### config.mk
export PLATFORM = sky130hd
export DESIGN_NAME = br_unit
export DESIGN_NICKNAME = d
export VERILOG_FILES = /design/src/rtl/br_pkg.sv /design/src/rtl/br_decode.sv /design/src/rtl/br_cond_eval.sv /design/src/rtl/br_target_calc.sv /design/src/rtl/br_unit.sv
export SDC_FILE = /design/constraint.sdc
export NUM_CORES = 1
export LEC_CHECK = 0
export BUFFER_PORTS_ARGS = -buffer_cell sky130_fd_sc_hd__buf_2
export CAP_MARGIN = 20
export CORE_MARGIN = 3
export CORE_UTILIZATION = 48
export DETAILED_ROUTE_END_ITERATION = 12
export PLACE_DENSITY = 0.79
export SLEW_MARGIN = 20
export SYNTH_ARGS = -nofsm -noshare
export SYNTH_HDL_FRONTEND = slang
export SYNTH_SLANG_ARGS = --single-unit
### constraint.sdc
create_clock -name clk -period 5.6 [get_ports clk]
set_input_delay 0.28 -clock clk [delete_from_list [all_inputs] [get_ports clk]]
set_output_delay 0.28 -clock clk [all_outputs]
set_load 0.05 [all_outputs]
### src/rtl/br_pkg.sv
package br_pkg;
  localparam int INSTR_W    = 16;
  localparam int COND_OFF_W = 8;
  localparam int UNC_OFF_W  = 11;
  localparam int FLAG_W     = 4;

  localparam logic [4:0] COND_OP = 5'b11100;
  localparam logic [4:0] UNC_OP  = 5'b11010;

  localparam int FLG_C  = 0;
  localparam int FLG_Z  = 1;
  localparam int FLG_OV = 2;
  localparam int FLG_N  = 3;

  typedef enum logic [1:0] {
    SEL_Z  = 2'b00,
    SEL_C  = 2'b01,
    SEL_OV = 2'b10,
    SEL_N  = 2'b11
  } flag_sel_e;

  typedef struct packed {
    logic                 is_cond;
    logic                 is_uncond;
    flag_sel_e            sel;
    logic                 invert;
    logic [UNC_OFF_W-1:0] off;
  } br_dec_t;
endpackage

### src/rtl/br_decode.sv
module br_decode
  import br_pkg::*;
(
  input  logic [INSTR_W-1:0] instr,
  output br_dec_t            dec
);
  localparam int EXT_W = UNC_OFF_W - COND_OFF_W;

  logic [4:0] major;
  assign major = instr[INSTR_W-1:INSTR_W-5];

  always_comb begin
    dec = '0;
    if (major == COND_OP) begin
      dec.is_cond = 1'b1;
      dec.sel     = flag_sel_e'(instr[10:9]);
      dec.invert  = instr[8];
      dec.off     = {{EXT_W{instr[COND_OFF_W-1]}}, instr[COND_OFF_W-1:0]};
    end else if (major == UNC_OP) begin
      dec.is_uncond = 1'b1;
      dec.off       = instr[UNC_OFF_W-1:0];
    end
  end
endmodule

### src/rtl/br_cond_eval.sv
module br_cond_eval
  import br_pkg::*;
(
  input  br_dec_t           dec,
  input  logic [FLAG_W-1:0] flags,
  output logic              cond_true
);
  logic raw;

  always_comb begin
    case (dec.sel)
      SEL_Z:   raw = flags[FLG_Z];
      SEL_C:   raw = flags[FLG_C];
      SEL_OV:  raw = flags[FLG_OV];
      default: raw = flags[FLG_N];
    endcase
    cond_true = dec.is_cond & (raw ^ dec.invert);
  end
endmodule

### src/rtl/br_target_calc.sv
module br_target_calc
  import br_pkg::*;
#(
  parameter int PC_W = 21
) (
  input  logic [PC_W-1:0]      pc,
  input  logic [UNC_OFF_W-1:0] off,
  input  logic                 take,
  output logic [PC_W-1:0]      target
);
  localparam int DISP_W = UNC_OFF_W + 1;

  logic [PC_W-1:0] seq_pc;
  logic [PC_W-1:0] disp;

  generate
    if (PC_W > DISP_W) begin : g_ext
      assign disp = {{(PC_W-DISP_W){off[UNC_OFF_W-1]}}, off, 1'b0};
    end else begin : g_trunc
      logic [DISP_W-1:0] full;
      assign full = {off, 1'b0};
      assign disp = full[PC_W-1:0];
    end
  endgenerate

  always_comb begin
    seq_pc = pc + PC_W'(2);
    target = take ? (seq_pc + disp) : seq_pc;
  end
endmodule

### src/rtl/br_unit.sv
module br_unit
  import br_pkg::*;
#(
  parameter int PC_W = 21
) (
  input  logic               clk,
  input  logic               rst_n,
  input  logic               instr_valid,
  input  logic [INSTR_W-1:0] instr,
  input  logic [PC_W-1:0]    pc,
  input  logic [FLAG_W-1:0]  flags,
  output logic               branch_taken,
  output logic [PC_W-1:0]    target_pc,
  output logic               flush
);
  localparam int SYNC_STAGES = 2;

  logic [SYNC_STAGES-1:0] rst_pipe;
  logic                   rst_ok;
  br_dec_t                dec;
  logic                   cond_true;
  logic                   issue;
  logic                   flush_q;
  logic                   flush_d;

  // reset: asynchronous assert, synchronous release
  always_ff @(posedge clk or negedge rst_n) begin
    if (!rst_n) rst_pipe <= '0;
    else        rst_pipe <= {rst_pipe[SYNC_STAGES-2:0], 1'b1};
  end
  assign rst_ok = rst_pipe[SYNC_STAGES-1];

  br_decode u_dec (
    .instr (instr),
    .dec   (dec)
  );

  br_cond_eval u_eval (
    .dec       (dec),
    .flags     (flags),
    .cond_true (cond_true)
  );

  // a word in the shadow of a taken branch is squashed
  always_comb begin
    issue        = instr_valid & rst_ok & ~flush_q;
    branch_taken = issue & (dec.is_uncond | cond_true);
    flush_d      = branch_taken;
  end

  br_target_calc #(.PC_W(PC_W)) u_tgt (
    .pc     (pc),
    .off    (dec.off),
    .take   (branch_taken),
    .target (target_pc)
  );

  always_ff @(posedge clk or negedge rst_n) begin
    if (!rst_n) flush_q <= 1'b0;
    else        flush_q <= flush_d;
  end
  assign flush = flush_q;


  taken_flush_chk: assert property (@(posedge clk) disable iff (!rst_n)
    branch_taken |=> flush);

  flush_pulse_chk: assert property (@(posedge clk) disable iff (!rst_n)
    flush |=> !flush);

  flush_cause_chk: assert property (@(posedge clk) disable iff (!rst_n)
    flush |-> $past(branch_taken));

  shadow_squash_chk: assert property (@(posedge clk) disable iff (!rst_n)
    flush |-> !branch_taken);

  idle_quiet_chk: assert property (@(posedge clk) disable iff (!rst_n)
    !instr_valid |-> !branch_taken);

  uncond_take_chk: assert property (@(posedge clk) disable iff (!rst_n)
    (instr_valid && rst_ok && !flush && instr[15:11] == UNC_OP) |-> branch_taken);

  fallthru_chk: assert property (@(posedge clk) disable iff (!rst_n)
    !branch_taken |-> target_pc == pc + PC_W'(2));

  target_align_chk: assert property (@(posedge clk) disable iff (!rst_n)
    target_pc[0] == pc[0]);
endmodule

==> results.yml <==
setup_path:
  cp-end-kind: "output pin"
  critical-path-top-cell-by-count: "nor2_1"
  cpPeakStageDelay_ps: 640
  timing.critical_path.from_type: "input pin"
  path_class: "in2out"
  cp_top_family: "compound AO/OA/AOI/OAI gates"
  crit_path_top_delay_cell: "o31ai_1"
  crit_fanout: 8
  worstPathArrival_ps: 3890
  crit_chain: "buf_2, and2b_1, nor2_1, nor2_1, and2_1, ha_1, inv_1, fa_1, nand2b_1, a21oi_1, nor2_1, o31ai_1, a41oi_1, xor2_1, o21ai_0, buf_2"
  worst-path-buf-inv: 3
  data_required_time_at_the_worst_endpoint_ps: 5320
die:
  dieArea_mm2: 0.00428
  die_width_um: 65.4
  core_region_area_mm2: 0.00320
  initial_utilization_pct: 52.9
  core.rowCount: 20
  io_pins: 67
  die_h_um: 65.4
pwr:
  total_leakage_power_nw: 1.04
  max-vdd-ir-drop_mv: 0.0436
  pwr_density_cell_mw_per_mm2: 98.8
  total_power_uw: 204
timing:
  slew-limit-headroom_pct: 35.2
  finClkSkew_ps: 1.67
  highest_clock_rate_ghz: 0.240
  report.final.slew_viol_count: 0
  worst-slew-pin-transition_ps: 972
  hold_violation_count_in_the_final_report: 0
  setup_violations: 0
  finalCritPeriodShare_pct: 74.4
  summed_negative_setup_slack_over_all_endpoints_ps: 0
  grt_setup_unrepaired: "false"
  period_needed_ps: 4170
clock_tree:
  post-cts-setup-buffers: 0
  clock_buffer_depth: 2
  worst_setup_hold_path_clk_slew_ps: 40
  cell_at_the_root_of_the_clock_tree: "clkbuf_4"
  tritoncts: "yes"
  cts_sinks: 3
  ctsResizeCount: 0
  htree_levels: 1
  clk_lat_worst_skew_ps: 230
  tritoncts.num_buffers: 3
  cts_hold_buffers: 1
place:
  gpl.final_weighted_congestion: 0.897
  placed_cells: 352
  dpl-instance-area_mm2: 0.00202
  portbufs: 64
  dp.final_hpwl_um: 3890
drt:
  routed_wirelength_um: 4560
  first_iter_violations: 100
  avg_vias_per_cell: 5.67
  routedWlPerCell_um: 12.8
  drt_pre_antenna_iters: 4
  drcViolationCount: 0
  count_of_antenna_violating_nets_left_after_detailed_routing: 0
  total_number_of_vias: 2024
global_routing:
  track_usage_pct: 21.9
  grt_remaining_overflow: 0
  grt_first_pass_wirelength_um: 7750
  grt_antenna_before_repair: 0
  grt_max_degree: 25
  number_of_global_route_vias_before_repair: 1832
synthesis:
  combined_area_of_all_synthesized_cells_mm2: 0.00170
  mappedNetlistNets: 314
  ys.warnings.count: 0
  syn_avg_cell_area_um2: 6.81
  synth_edf_count: 0
  synth-async-reset-ratio_pct: 100
  synth_seq_area_share_pct: 4.43
  synthDistinctLibCells: 45
  synthCells: 249
  yosys_most_used_dff: "dfrtp_1"
  synth.ff_latch_count: 3
cells_and_area:
  nets: 379
  layout.cells.most_common: "buf_2"
  final_cells: 357
  most_frequent_cells_in_the_layout: "buf_2, nand2_1, a21oi_1"
  antenna_cells: 0
  drive_above_1_share_pct: 24.3
  layout.cell_area.non_filler_mm2: 0.00206
  flow.area_growth_from_synthesis_pct: 21.6
run:
  drv_cap: 0
hold_path:
  worst_hold_path_type: "reg2reg"
outcome:
  status: "completed"
per-stage QoR:
stage / hold WS (ps) / util [%] / setup slack [ps]
floorplan: -15.6 / - / 1510
global placement: 75.2 / 63.2 / 1430
detailed placement: 79.2 / 63.2 / 1430
CTS: 363 / 64.3 / 1430
global route: 371 / 64.3 / 1030
finish: 363 / 64.3 / 1430
cell usage after synthesis (all sizes together) (4+ instances only):
library cell  count  share of area [%]
xnor2            18                9.3
ha               20                 15
nand3            15                4.4
buf               5                2.7
a21oi            26                7.7
nor2             20                4.4
and2             10                3.7
o21ai            14                4.1
xor2             17                8.8
and3              4                1.5
nor3              8                2.4
nand2b            4                1.5
inv              10                2.2
nand2            35                7.7
power breakdown:
| group | total (mW) | leakage (nW) | switching [mW] | internal (mW) |
|---|---|---|---|---|
| sequential | 0.0228 | 0.0372 | 0.000252 | 0.0226 |
| clock | 0.0373 | 0.0150 | 0.0106 | 0.0267 |
| combinational | 0.143 | 0.991 | 0.0923 | 0.0512 |
worst paths after layout:
path / startpoint / to / slack (ps) / cells past startpoint
min: rst_pipe[0] / rst_pipe[1] / 360 / 0
max: instr[13] / target_pc[17] / 1430 / 16
min in group asynchronous: rst_n / rst_pipe[1] / 390 / 2
max in group asynchronous: rst_n / flush / 5110 / 2
max reg2reg: flush / flush / 3920 / 2
min reg2reg: rst_pipe[0] / rst_pipe[1] / 360 / 0
per-layer routing:
metal	global-route usage (%)	share of wire, %	up-vias
li1	-	-	1008
met1	28.9	45	932
met2	38.6	47	78
met3	1.71	7.7	6
met4	4.66	0.81	0
met5	0	0	-
flip-flops by register name, indices dropped and copies added (netlist names):
name      cells
flush         1
rst_pipe      2
area by class of cell:
class	instances	area, um^2
multi-input cells	230	1530
fillers	351	1140
repair buffers	65	330
flip-flops and latches	3	75.1
well taps	44	55.1
inverters	11	46.3
clock buffers	4	26.3
kinds of logic (layout without fill, tap and decap cells):
kind of cell	count (synthesis)	in the layout	share of synthesized area [%]
buffers and inverters	16	80	5.46
AND/OR/NAND/NOR	109	109	30.9
multiplexers	5	5	3.91
adder cells (fa/ha/maj)	21	21	15.9
XOR/XNOR	35	35	18.1
other	1	1	0.221
AO/OA/AOI/OAI	59	59	21.0
flip-flops	3	3	4.43
No activity file was read; power rests on OpenSTA's default activity.
